`config.mk`:
```
export PLATFORM = sky130hd
export DESIGN_NAME = vme_wb_direct_map
export DESIGN_NICKNAME = d
export VERILOG_FILES = /design/src/rtl/vme_wb_map_pkg.sv /design/src/rtl/vme_map_decode.sv /design/src/rtl/vme_map_ctl.sv /design/src/rtl/vme_map_fsm.sv /design/src/rtl/vme_wb_direct_map.sv
export SDC_FILE = /design/constraint.sdc
export NUM_CORES = 1
export LEC_CHECK = 0
export BUFFER_PORTS_ARGS = -buffer_cell sky130_fd_sc_hd__buf_2
export CELL_PAD_IN_SITES_DETAIL_PLACEMENT = 0
export CELL_PAD_IN_SITES_GLOBAL_PLACEMENT = 2
export CORE_UTILIZATION = 30
export CTS_CLUSTER_DIAMETER = 30
export DETAILED_ROUTE_END_ITERATION = 10
export PLACE_DENSITY_LB_ADDON = 0.05
export SLEW_MARGIN = 5
export SYNTH_ARGS = -nofsm -noshare
export SYNTH_HDL_FRONTEND = slang
export SYNTH_SLANG_ARGS = --single-unit
```
`constraint.sdc`:
```
create_clock -name clk -period 3.2 [get_ports clk]
set_input_delay 0 -clock clk [delete_from_list [all_inputs] [get_ports clk]]
set_output_delay 0 -clock clk [all_outputs]
set_load 0.01 [all_outputs]
```
`src/rtl/vme_wb_map_pkg.sv`:
```
package vme_wb_map_pkg;

    typedef enum logic [1:0] {
        ST_IDLE,
        ST_REG_ACK,
        ST_BUS_WAIT
    } map_state_e;

    typedef enum logic [1:0] {
        HIT_NONE,
        HIT_CTL,
        HIT_WIN
    } hit_e;

    localparam logic [5:0] AM_CTL_SPACE = 6'h39;
    localparam logic [5:0] AM_WIN_SPACE = 6'h09;

endpackage

```
`src/rtl/vme_map_decode.sv`:
```
module vme_map_decode
    import vme_wb_map_pkg::*;
#(
    parameter int AW               = 32,
    parameter int SLOT_W           = 4,
    parameter int WIN_SHIFT        = 28,
    parameter int CTL_SPACE_W      = 24,
    parameter int CTL_STRIDE_SHIFT = 10,
    parameter int CTL_OFFSET       = 4
) (
    input  logic [AW-1:0]     addr_i,
    input  logic [5:0]        am_i,
    input  logic [SLOT_W-1:0] slot_i,
    input  logic              mode_i,
    output hit_e              hit_o,
    output logic [AW-1:0]     offset_o
);
    localparam int TAG_W = AW - WIN_SHIFT;

    logic [CTL_SPACE_W-1:0] ctl_addr;
    logic [TAG_W-1:0]       win_tag;
    logic                   ctl_match;
    logic                   win_match;

    always_comb begin
        ctl_addr  = (CTL_SPACE_W'(slot_i) << CTL_STRIDE_SHIFT) + CTL_SPACE_W'(CTL_OFFSET);
        win_tag   = TAG_W'(slot_i);
        ctl_match = (am_i == AM_CTL_SPACE) && (addr_i[CTL_SPACE_W-1:0] == ctl_addr);
        win_match = (am_i == AM_WIN_SPACE) && (addr_i[AW-1:WIN_SHIFT] == win_tag);
        offset_o  = {{TAG_W{1'b0}}, addr_i[WIN_SHIFT-1:0]};
        if (ctl_match) begin
            hit_o = HIT_CTL;
        end else if (win_match && mode_i) begin
            hit_o = HIT_WIN;
        end else begin
            hit_o = HIT_NONE;
        end
    end

endmodule

```
`src/rtl/vme_map_ctl.sv`:
```
module vme_map_ctl #(
    parameter int DW = 32
) (
    input  logic          clk,
    input  logic          rst_n,
    input  logic          wr_en_i,
    input  logic [DW-1:0] wr_data_i,
    output logic [DW-1:0] ctl_q_o,
    output logic          mode_o
);
    logic [DW-1:0] ctl_q;

    always_ff @(posedge clk or negedge rst_n) begin
        if (!rst_n) begin
            ctl_q <= '1;
        end else if (wr_en_i) begin
            ctl_q <= wr_data_i;
        end
    end

    assign ctl_q_o = ctl_q;
    assign mode_o  = (ctl_q != '1);

endmodule

```
`src/rtl/vme_map_fsm.sv`:
```
module vme_map_fsm
    import vme_wb_map_pkg::*;
#(
    parameter int AW    = 32,
    parameter int DW    = 32,
    parameter int SEL_W = DW / 8
) (
    input  logic             clk,
    input  logic             rst_n,
    input  logic             req_i,
    input  hit_e             hit_i,
    input  logic             we_i,
    input  logic [DW-1:0]    wdata_i,
    input  logic [AW-1:0]    offset_i,
    input  logic [DW-1:0]    ctl_q_i,
    output logic             ctl_wr_en_o,
    output logic [DW-1:0]    ctl_wr_data_o,
    output logic             vme_ack_o,
    output logic [DW-1:0]    vme_rdata_o,
    output logic             wb_cyc_o,
    output logic             wb_stb_o,
    output logic             wb_we_o,
    output logic [SEL_W-1:0] wb_sel_o,
    output logic [AW-1:0]    wb_adr_o,
    output logic [DW-1:0]    wb_dat_o,
    input  logic [DW-1:0]    wb_dat_i,
    input  logic             wb_ack_i
);
    map_state_e state_q;
    map_state_e state_d;
    logic          take_win;
    logic [AW-1:0] adr_q;
    logic          we_q;
    logic [DW-1:0] dat_q;

    // State register
    always_ff @(posedge clk or negedge rst_n) begin
        if (!rst_n) begin
            state_q <= ST_IDLE;
        end else begin
            state_q <= state_d;
        end
    end

    // Next state: T_CTL, T_WIN, T_CTL_DONE, T_WB_DONE
    always_comb begin
        state_d = state_q;
        unique case (state_q)
            ST_IDLE: begin
                if (req_i && hit_i == HIT_CTL) begin
                    state_d = ST_REG_ACK;
                end else if (req_i && hit_i == HIT_WIN) begin
                    state_d = ST_BUS_WAIT;
                end
            end
            ST_REG_ACK:  state_d = ST_IDLE;
            ST_BUS_WAIT: if (wb_ack_i) state_d = ST_IDLE;
            default:     state_d = ST_IDLE;
        endcase
    end

    // Transfer capture: the base is read from the control word at acceptance
    assign take_win = (state_q == ST_IDLE) && req_i && (hit_i == HIT_WIN);

    always_ff @(posedge clk or negedge rst_n) begin
        if (!rst_n) begin
            adr_q <= '0;
            we_q  <= 1'b0;
            dat_q <= '0;
        end else if (take_win) begin
            adr_q <= offset_i + AW'(ctl_q_i);
            we_q  <= we_i;
            dat_q <= wdata_i;
        end
    end

    // Outputs
    always_comb begin
        ctl_wr_en_o   = (state_q == ST_IDLE) && req_i && (hit_i == HIT_CTL) && we_i;
        ctl_wr_data_o = wdata_i;
        wb_cyc_o      = 1'b0;
        wb_stb_o      = 1'b0;
        wb_sel_o      = '0;
        vme_ack_o     = 1'b0;
        vme_rdata_o   = '0;
        unique case (state_q)
            ST_IDLE: ;
            ST_REG_ACK: begin
                vme_ack_o   = 1'b1;
                vme_rdata_o = ctl_q_i;
            end
            ST_BUS_WAIT: begin
                wb_cyc_o  = 1'b1;
                wb_stb_o  = 1'b1;
                wb_sel_o  = '1;
                vme_ack_o = wb_ack_i;
                if (wb_ack_i && !we_q) begin
                    vme_rdata_o = wb_dat_i;
                end
            end
            default: ;
        endcase
        wb_we_o  = we_q && (state_q == ST_BUS_WAIT);
        wb_adr_o = adr_q;
        wb_dat_o = dat_q;
    end

endmodule

```
`src/rtl/vme_wb_direct_map.sv`:
```
module vme_wb_direct_map
    import vme_wb_map_pkg::*;
#(
    parameter int AW               = 32,
    parameter int DW               = 32,
    parameter int SLOT_W           = 4,
    parameter int WIN_SHIFT        = 28,
    parameter int CTL_SPACE_W      = 24,
    parameter int CTL_STRIDE_SHIFT = 10,
    parameter int CTL_OFFSET       = 4,
    parameter int SEL_W            = DW / 8
) (
    input  logic              clk,
    input  logic              rst_n,
    input  logic [SLOT_W-1:0] slot_i,
    input  logic              vme_req_i,
    input  logic [AW-1:0]     vme_addr_i,
    input  logic [5:0]        vme_am_i,
    input  logic              vme_we_i,
    input  logic [DW-1:0]     vme_wdata_i,
    output logic [DW-1:0]     vme_rdata_o,
    output logic              vme_ack_o,
    output logic              mode_o,
    output logic              wb_cyc_o,
    output logic              wb_stb_o,
    output logic              wb_we_o,
    output logic [SEL_W-1:0]  wb_sel_o,
    output logic [AW-1:0]     wb_adr_o,
    output logic [DW-1:0]     wb_dat_o,
    input  logic [DW-1:0]     wb_dat_i,
    input  logic              wb_ack_i
);
    hit_e          hit;
    logic [AW-1:0] offset;
    logic [DW-1:0] ctl_q;
    logic          ctl_wr_en;
    logic [DW-1:0] ctl_wr_data;

    vme_map_decode #(
        .AW(AW), .SLOT_W(SLOT_W), .WIN_SHIFT(WIN_SHIFT),
        .CTL_SPACE_W(CTL_SPACE_W), .CTL_STRIDE_SHIFT(CTL_STRIDE_SHIFT),
        .CTL_OFFSET(CTL_OFFSET)
    ) u_decode (
        .addr_i  (vme_addr_i),
        .am_i    (vme_am_i),
        .slot_i  (slot_i),
        .mode_i  (mode_o),
        .hit_o   (hit),
        .offset_o(offset)
    );

    vme_map_ctl #(.DW(DW)) u_ctl (
        .clk      (clk),
        .rst_n    (rst_n),
        .wr_en_i  (ctl_wr_en),
        .wr_data_i(ctl_wr_data),
        .ctl_q_o  (ctl_q),
        .mode_o   (mode_o)
    );

    vme_map_fsm #(.AW(AW), .DW(DW), .SEL_W(SEL_W)) u_fsm (
        .clk          (clk),
        .rst_n        (rst_n),
        .req_i        (vme_req_i),
        .hit_i        (hit),
        .we_i         (vme_we_i),
        .wdata_i      (vme_wdata_i),
        .offset_i     (offset),
        .ctl_q_i      (ctl_q),
        .ctl_wr_en_o  (ctl_wr_en),
        .ctl_wr_data_o(ctl_wr_data),
        .vme_ack_o    (vme_ack_o),
        .vme_rdata_o  (vme_rdata_o),
        .wb_cyc_o     (wb_cyc_o),
        .wb_stb_o     (wb_stb_o),
        .wb_we_o      (wb_we_o),
        .wb_sel_o     (wb_sel_o),
        .wb_adr_o     (wb_adr_o),
        .wb_dat_o     (wb_dat_o),
        .wb_dat_i     (wb_dat_i),
        .wb_ack_i     (wb_ack_i)
    );

endmodule

```
==> impl_metrics.ini, run 1 <==
[routing]
vias_per_cell = 4.92
drt_iter0_markers = 223
antenna_left = 0
dr.pass1.iters = 4
routedWlPerCell_um = 18.6
route.detailed.drc = 0
finalWirelength_um = 20200
vias = 5363

[floorplanning]
die_x_um = 144
core_um2 = 19700
boundaryPins = 216
dieArea_um2 = 20800
rows = 51
start_util_pct = 30.9
die_h_um = 144

[critical_path]
worstReg2RegStart = u_ctl.ctl_q_o[6]
critPathCaptureType = flop
crit_type = reg2reg
path_delay_family = compound AO/OA/AOI/OAI gates
cp.arrival_ns = 2.98
crit_path_max_fanout = 5
ff2ff_path_depth = 9
path_cells = ha_1 > a21oi_2 > inv_1 > o41ai_4 > o31ai_4 > a41oi_4 > o31a_4 > mux2i_1 > nand2_1
cp_slowest_stage_delay_ns = 0.57
crit_path_start_kind = flop
crit_buf_inv = 1
r2r_slack_ns = 0.46
cp_slowest_cell = dfstp_2
required_ns = 3.44
timing.rr.end = u_fsm.wb_adr_o[31]

[clock_network]
cts_hold_buffers = 34
cts_setup_buffers = 0
clock_sinks = 99
h-tree-depth = 3
cts_resized = 0
cts_buffer_depth = 2
clk_pin_slew_ns = 0.07
cts_tree = built
root_buffer = clkbuf_16
cts-buffers-inserted = 9
clk_latency_ns = 0.35

[power_and_ir_drop]
leakage_uw = 0.00401
power_uw = 2720
comb_power_share_pct = 12.4
internal_power_uw = 1970
p_seq_share_pct = 46.9
ir_worst_vdd_v = 0.000226
pwr-share-clk_pct = 40.7
switching_share_pct = 27.4
power.density_nw_per_um2 = 339
net-switching-power_uw = 744

[logic_synthesis]
syn_avg_cell_area_um2 = 10.4
syn_nets = 728
synth_edf_count = 0
yosys_register_bits = 99
synth_area_um2 = 6080
synth_seq_area_share_pct = 41.4
yosysWarnings = 0
syn_inst = 585
yosysUniqueCellTypes = 60
ys.flop_type = dfrtp_1
async_flop_share_pct = 100

[timing]
fin_crit_sh_pct = 85.6
fin_tns_setup_ns = 0
rsz0062_at_grt = no
max-slew-margin-rel_pct = 38.2
clock_skew_ns = 0.0135
setup_violations = 0
hold_viol = 0
fin_ws_ns = 0.462
min_period_ns = 2.74
max_clock_freq_mhz = 365
slew_viol_final = 0
worst_slew_pin_slew_ns = 0.926

[place]
hpwl_um = 15900
portBuffers = 215
gp_congestion = 0.842
dpl_worst_slack_ns = 0.476

[run]
maxCapViolations = 0

[min_path]
hold_depth = 3
min_path_type = in2reg
min_to = u_fsm.wb_adr_o[0]
min_from = vme_addr_i[0]

[outcome]
status = complete, no violations

[grt]
grt_pass1_wl_um = 30600
gr-usage-all-layers_pct = 19.8
grt_pass1_vias = 5407
grt_start_max_net_pins = 49
antenna_found_initial = 2
overflow = 0

[final_layout]
num-fill-cells = 2029
nets = 962
layout-drive-gt1-share_pct = 43.3
syn_to_final_growth_pct = 31.8
-- layout make-up --
cell class                      instances  area [um^2]  share of cell area [%]
Tap cell                              265          332                    4.14
Clock buffer                            9          225                    2.81
Sequential cell                        99         2520                    31.4
Antenna cell                            1         2.50                  0.0313
Clock inverter                          7         67.6                   0.844
Timing Repair Buffer                  257         1500                    18.8
Multi-Input combinational cell        445         3330                    41.6
Inverter                                7         26.3                   0.328
-- worst max-delay path by stage --
stage,startpoint,endpoint,slack (ns),cells past startpoint
2_1_floorplan,u_ctl.ctl_q_o[6],u_fsm.wb_adr_o[31],0.76,9
3_3_place_gp,u_ctl.ctl_q_o[6],u_fsm.wb_adr_o[31],0.54,9
3_5_place_dp,u_ctl.ctl_q_o[14],u_fsm.wb_adr_o[29],0.48,9
4_1_cts,u_ctl.ctl_q_o[14],u_fsm.wb_adr_o[31],0.47,9
5_1_grt,u_ctl.ctl_q_o[14],u_fsm.wb_adr_o[27],0.28,9
6_report,u_ctl.ctl_q_o[6],u_fsm.wb_adr_o[31],0.46,9
-- stage by stage --
stage               area [um^2]  util, %  cells  hold WS, ns
floorplan                  6080        -    585       -0.296
finish                     8010     40.7   1090       0.0725
detailed placement         7370     37.5   1039       0.0745
global route               8010     40.7   1089       0.0905
CTS                        8010     40.7   1089       0.0628
global placement           7370     37.5   1039       0.0709
-- flip-flops by register name (all words and copies together), names as in the netlist --
| signal | count |
|---|---|
| u_ctl.ctl_q_o | 32 |
| u_fsm.wb_adr_o | 32 |
| u_fsm.we_q | 1 |
| u_fsm.state_q | 2 |
| u_fsm.wb_dat_o | 32 |
-- per-layer routing --
metal  global-route usage, %  up-vias  wire (um)
li1                        -     2588          -
met1                    26.3     2612       9460
met2                    31.9      140       9470
met3                    3.77       21        904
met4                    6.76        2        391
met5                       0        -         16
-- cell families after synthesis --
| kind of cell | synth area share (%) |
|---|---|
| XOR/XNOR | 5.05 |
| AND/OR/NAND/NOR | 13.5 |
| AO/OA/AOI/OAI | 16.4 |
| buffers and inverters | 3.95 |
| multiplexers | 12.9 |
| adder cells (fa/ha/maj) | 6.71 |
| flip-flops | 41.4 |
-- worst reg2reg max path: cells and delay by family (launching register included) --
family,cells,cell delay (ns)
AOI/OAI and AO/OA,5,1.41
DFF,1,0.57
buffers and inverters,1,0.12
muxes,1,0.17
and+or+nand+nor,1,0.06
adders and majority gates,1,0.31
-- cell usage after synthesis (12+ instances only) --
| cell | number | area share, % |
|---|---|---|
| dfstp_2 | 32 | 14 |
| nor2b_1 | 33 | 3.4 |
| xnor2_1 | 20 | 2.9 |
| o21ai_0 | 35 | 2.9 |
| a21oi_1 | 25 | 2.1 |
| nand2_1 | 62 | 3.8 |
| ha_1 | 31 | 6.4 |
| clkbuf_1 | 14 | 0.86 |
| dfrtp_1 | 67 | 28 |
| nor2_1 | 17 | 1.1 |
| a22oi_1 | 32 | 4.0 |
| mux2_2 | 67 | 12 |
| nor3_1 | 12 | 0.99 |
| xor2_1 | 15 | 2.2 |
-- power groups by stage --
stage                     Sequential (uW)  Clock, uW  Combinational (uW)
after CTS                            1270       1140                 343
final                                1270       1100                 338
after global routing                 1280       1190                 374
after detailed placement             1300          0                 309
after floorplan                      1300          0                 135
after global placement               1300          0                 309
-- layout by cell type, fill, tap and decap left out, types with 10 or more instances in the layout --
master           n
xnor2_1         20
buf_2          214
dfstp_2         32
o21ai_0         35
nand2_1         61
nor2b_1         33
a21o_1          11
nand4_1         11
a22oi_1         32
nor3_1          12
dlygate4sd3_1   34
ha_1            31
mux2_2          67
dfrtp_1         67
nor2_1          16
nand3_1         10
xor2_1          15
a21oi_1         25
Power figures use the tool's default switching activity.
==> run 2, diff against run 1 <==
--- a/config.mk
+++ b/config.mk
@@ -8,7 +8,7 @@
 export BUFFER_PORTS_ARGS = -buffer_cell sky130_fd_sc_hd__buf_2
 export CELL_PAD_IN_SITES_DETAIL_PLACEMENT = 0
 export CELL_PAD_IN_SITES_GLOBAL_PLACEMENT = 2
-export CORE_UTILIZATION = 30
+export CORE_UTILIZATION = 27
 export CTS_CLUSTER_DIAMETER = 30
 export DETAILED_ROUTE_END_ITERATION = 10
 export PLACE_DENSITY_LB_ADDON = 0.05
==> constraint.sdc (replaced) <==
create_clock -name clk -period 2.45 [get_ports clk]
set_input_delay 0 -clock clk [delete_from_list [all_inputs] [get_ports clk]]
set_output_delay 0 -clock clk [all_outputs]
set_load 0.01 [all_outputs]
==> run 2 against run 1 <==
  * The flow now finishes with violations (DRC, setup timing)
  * Die area is 11% higher
  * Routed wire length up 3.6%
  * Largest cell class unchanged
  * Clock power up 30%
  * Setup slack got worse by 0.47 ns
  * Sequential share of layout area shrank 2.6 points
  * Final cell count is 7.2% higher
  * Non-clock buffer count is 64 higher
  * Maximum frequency grew 12%
  * Worst hold slack lost 0.017 ns
  * Largest power group unchanged
  * Critical endpoint unchanged
  * Flip-flop and latch count unchanged
==> impl_metrics.ini, run 2 (synthesis gave the netlist of run 1 again) <==
[routing]
drt_iter0_markers = 197
dr.pass1.iters = 7
route.detailed.drc = 16
antenna_left = 0
routedWlPerCell_um = 18.0
finalWirelength_um = 21000
vias = 5490
vias_per_cell = 4.70

[clock_network]
clock_sinks = 99
cts-buffers-inserted = 9
root_buffer = clkbuf_16
h-tree-depth = 3
cts_tree = built
cts_buffer_depth = 2
clk_latency_ns = 0.36
clk_pin_slew_ns = 0.08

[timing]
hold_viol = 0
clock_skew_ns = 0.00960
worst_slew_pin_slew_ns = 0.604
min_period_ns = 2.45
slew_viol_final = 0
fin_crit_sh_pct = 100
setup_violations = 1
max-slew-margin-rel_pct = 59.7
fin_ws_ns = -0.00456
max_clock_freq_mhz = 407
whs_ns = 0.0551
rsz0062_at_grt = yes

[place]
portBuffers = 215
place_inst = 1108
dpl_worst_slack_ns = -0.182
hpwl_um = 16300
gp_congestion = 0.796

[power_and_ir_drop]
comb_power_share_pct = 13.1
power.density_nw_per_um2 = 409
net-switching-power_uw = 980
p_seq_share_pct = 46.7
ir_worst_vdd_v = 0.000311
switching_share_pct = 27.5
internal_power_uw = 2580
pwr-share-clk_pct = 40.2
power_uw = 3560
leakage_uw = 0.00436

[critical_path]
crit_type = reg2reg
crit_path_start_kind = flop
path_delay_family = compound AO/OA/AOI/OAI gates
cp_slowest_cell = dfstp_2
crit_path_max_fanout = 5
cp.arrival_ns = 2.70
path_cells = ha_4 > a21oi_4 > inv_2 > o41ai_4 > o31ai_4 > a41oi_4 > o31a_4 > mux2i_1 > nand2_1
required_ns = 2.69
critPathCaptureType = flop
crit_buf_inv = 1
cp_slowest_stage_delay_ns = 0.59

[grt]
grt_start_max_net_pins = 100
overflow = 0
antenna_found_initial = 0
grt_pass1_vias = 5829
gr-usage-all-layers_pct = 18.5
grt_pass1_wl_um = 33200

[run]
maxCapViolations = 0

[outcome]
status = finished with violations
violations = DRC, setup timing

[floorplanning]
die_x_um = 152
start_util_pct = 27.7
core_um2 = 22000
die_h_um = 152
dieArea_um2 = 23100
rows = 54
boundaryPins = 216

[final_layout]
fin_util_pct = 39.7
layout-drive-gt1-share_pct = 50.8
num-fill-cells = 2286
final_cell_count_no_fill = 1168
nets = 1026
final_cell_mix = buf_2, buf_4, mux2_2, dfrtp_1, nand2_1
final_common_cell = buf_2
syn_to_final_growth_pct = 43.5
diodes = 0

[min_path]
min_path_type = in2reg
## run 2: what timing repair did
item / in CTS / in global routing
hold endpoints to repair: 132 / 0
hold buffers: 34 / 0
endpoints found under the setup margin: 11 / 49
buffers inserted: 7 / 3
pin swaps: 8 / 27
gates resized for setup: 7 / 38
## run 2: worst min-delay path: stages
cell and delay, ns:
buf_2 0.13, ha_4 0.13, mux2_2 0.13
## run 2: layout make-up
type | instances | area (um^2) | area share [%]
multi-input combinational | 445 | 3520 | 40.4
sequential | 99 | 2520 | 28.9
timing repair buffer | 321 | 2010 | 23.1
tap | 280 | 350 | 4.02
clock buffer | 9 | 225 | 2.58
clock inverter | 7 | 60.1 | 0.689
inverter | 7 | 26.3 | 0.301
## run 2: metrics by stage
step                      TNS (ns)  instance area, um^2
final                     -0.00456                 8720
after global routing        -0.819                 8720
after CTS                        0                 8530
after detailed placement    -0.984                 7820
after global placement      -0.142                 7820
after floorplan                  0                 6080
## run 2: power by group through the flow
stage                     clock (uW)  sequential (uW)  combinational [uW]
after floorplan                    0             1700                 177
after global placement             0             1690                 417
after detailed placement           0             1690                 418
after CTS                       1480             1660                 465
after global routing            1540             1670                 515
final                           1430             1660                 467
## run 2: per-layer routing
layer / GRT usage, % / up-vias / wire [um]
met4: 4.08 / 0 / 196
met3: 4.05 / 13 / 1030
li1: - / 2715 / -
met2: 29.4 / 134 / 9450
met5: 0 / - / 0
met1: 25.7 / 2628 / 10300
## run 2: final timing paths
check / cells past startpoint / endpoint / startpoint / slack, ns
worst max-delay path: 9 / u_fsm.wb_adr_o[31] / u_ctl.ctl_q_o[6] / -0.005
max in group asynchronous: 3 / u_fsm.wb_dat_o[24] / rst_n / 1.73
worst min-delay path: 3 / u_fsm.wb_adr_o[0] / vme_addr_i[0] / 0.06
worst max register to register: 9 / u_fsm.wb_adr_o[31] / u_ctl.ctl_q_o[6] / -0.005
worst min register to register: 2 / u_fsm.wb_adr_o[11] / u_fsm.wb_adr_o[11] / 0.47
min in group asynchronous: 3 / u_fsm.wb_adr_o[6] / rst_n / 0.21
==> run 3, diff against run 2 <==
--- a/config.mk
+++ b/config.mk
@@ -8,7 +8,8 @@
 export BUFFER_PORTS_ARGS = -buffer_cell sky130_fd_sc_hd__buf_2
 export CELL_PAD_IN_SITES_DETAIL_PLACEMENT = 0
 export CELL_PAD_IN_SITES_GLOBAL_PLACEMENT = 2
-export CORE_UTILIZATION = 27
+export CORE_UTILIZATION = 34
+export CTS_BUF_LIST = sky130_fd_sc_hd__clkbuf_4
 export CTS_CLUSTER_DIAMETER = 30
 export DETAILED_ROUTE_END_ITERATION = 10
 export PLACE_DENSITY_LB_ADDON = 0.05
==> constraint.sdc (replaced) <==
create_clock -name clk -period 3.1 [get_ports clk]
set_input_delay 0 -clock clk [delete_from_list [all_inputs] [get_ports clk]]
set_output_delay 0 -clock clk [all_outputs]
set_load 0.01 [all_outputs]
==> run 3 against run 2 <==
  * The flow now finishes without violations
  * Critical path depth unchanged
  * Register-to-register slack improved by 0.40 ns
  * Final cell count decreased by 9.5%
  * Clock-buffer cell count increased by 1
  * Via count decreased by 2.3%
==> impl_metrics.ini, run 3 (synthesis gave the netlist of run 1 again) <==
[power_and_ir_drop]
pwr-share-clk_pct = 30.2
ir_worst_vdd_v = 0.000178
net-switching-power_uw = 723
switching_share_pct = 30.2
internal_power_uw = 1670
power.density_nw_per_um2 = 305
leakage_uw = 0.00396
comb_power_share_pct = 14.7
p_seq_share_pct = 55.1
power_uw = 2390

[timing]
whs_ns = 0.0256
max_clock_freq_mhz = 370
fin_ws_ns = 0.397
worst_slew_pin_slew_ns = 0.950
min_period_ns = 2.70
fin_crit_sh_pct = 87.2
rsz0062_at_grt = no
clock_skew_ns = 0.0261
setup_violations = 0
hold_viol = 0
slew_viol_final = 0
fin_tns_setup_ns = 0
max-slew-margin-rel_pct = 36.7

[critical_path]
cp_slowest_cell = dfstp_2
crit_path_start_kind = flop
crit_type = reg2reg
ff2ff_path_depth = 9
crit_buf_inv = 1
timing.rr.end = u_fsm.wb_adr_o[31]
crit_path_max_fanout = 5
worstReg2RegStart = u_ctl.ctl_q_o[6]
path_delay_family = compound AO/OA/AOI/OAI gates
required_ns = 3.50
critPathCaptureType = flop
r2r_slack_ns = 0.40
cp_slowest_stage_delay_ns = 0.59
path_cells = ha_1 > a21oi_2 > inv_1 > o41ai_4 > o31ai_4 > a41oi_4 > o31a_4 > mux2i_1 > nand2_1
cp.arrival_ns = 3.10

[routing]
drt_iter0_markers = 188
antenna_left = 0
finalWirelength_um = 19400
vias_per_cell = 5.08
vias = 5365
dr.pass1.iters = 4
routedWlPerCell_um = 18.4
route.detailed.drc = 0

[final_layout]
final_common_cell = buf_2
stdcell_area_um2 = 7850
syn_to_final_growth_pct = 29.3
layout-drive-gt1-share_pct = 43.3
nets = 968
final_cell_mix = buf_2, mux2_2, dfrtp_1

[place]
portBuffers = 215
dpl-instance-area_um2 = 7340
hpwl_um = 15300
dpl_worst_slack_ns = 0.391
gp_congestion = 0.808

[run]
maxCapViolations = 0

[grt]
overflow = 0
grt_pass1_vias = 5380
grt_pass1_wl_um = 30100
antenna_found_initial = 2
grt_start_max_net_pins = 47
gr-usage-all-layers_pct = 21.7

[floorplanning]
core_um2 = 17400
dieArea_um2 = 18400
start_util_pct = 35.0
die_h_um = 136
boundaryPins = 216
die_x_um = 136
rows = 48

[outcome]
status = complete, no violations

[clock_network]
cts_buffer_depth = 2
clk_latency_ns = 0.49
root_buffer = clkbuf_4
h-tree-depth = 3
clk_pin_slew_ns = 0.19
cts_tree = built
clock_sinks = 99
cts-buffers-inserted = 9

[min_path]
min_path_type = in2async
## run 3: stage by stage
stage,instances,util [%]
after floorplan,585,-
after global placement,1001,42.3
after detailed placement,1001,42.3
after CTS,1055,45.2
after global routing,1057,45.2
final,1057,45.2
## run 3: final cells by class
class                   instances  area (um^2)
clock buffers                  10         75.1
fillers                      1764         9500
clock inverters                 6         56.3
repair buffers                263         1560
inverters                       7         26.3
flip-flops and latches         99         2520
well taps                     225          282
diodes                          2         5.00
multi-input cells             445         3330
## run 3: repair_timing
action                    4_1_cts  5_1_grt
setup buffers                   0        0
hold buffers                   38        0
resized for setup               0        0
hold endpoints to repair      113        0
## run 3: layer usage
| metal | vias to the layer above | GRT usage, % | routed length, um |
|---|---|---|---|
| met4 | 0 | 6.24 | 304 |
| met5 | - | 0 | 0 |
| li1 | 2597 | - | - |
| met2 | 152 | 34.9 | 9000 |
| met1 | 2599 | 29.5 | 9170 |
| met3 | 17 | 3.82 | 940 |
## run 3: how the worst max path moves through the flow
stage / from / endpoint / slack (ns) / depth (start not counted)
floorplan: u_ctl.ctl_q_o[6] / u_fsm.wb_adr_o[31] / 0.66 / 9
global placement: u_ctl.ctl_q_o[14] / u_fsm.wb_adr_o[29] / 0.46 / 9
detailed placement: u_ctl.ctl_q_o[6] / u_fsm.wb_adr_o[31] / 0.39 / 9
CTS: u_ctl.ctl_q_o[6] / u_fsm.wb_adr_o[31] / 0.36 / 9
global route: u_ctl.ctl_q_o[0] / u_fsm.wb_adr_o[24] / 0.20 / 10
finish: u_ctl.ctl_q_o[6] / u_fsm.wb_adr_o[31] / 0.40 / 9
## run 3: power groups by stage
stage / clock network, uW / registers [uW] / logic, uW
finish: 722 / 1320 / 352
global route: 794 / 1320 / 388
CTS: 750 / 1320 / 357
detailed placement: 0 / 1340 / 318
global placement: 0 / 1340 / 317
floorplan: 0 / 1350 / 140
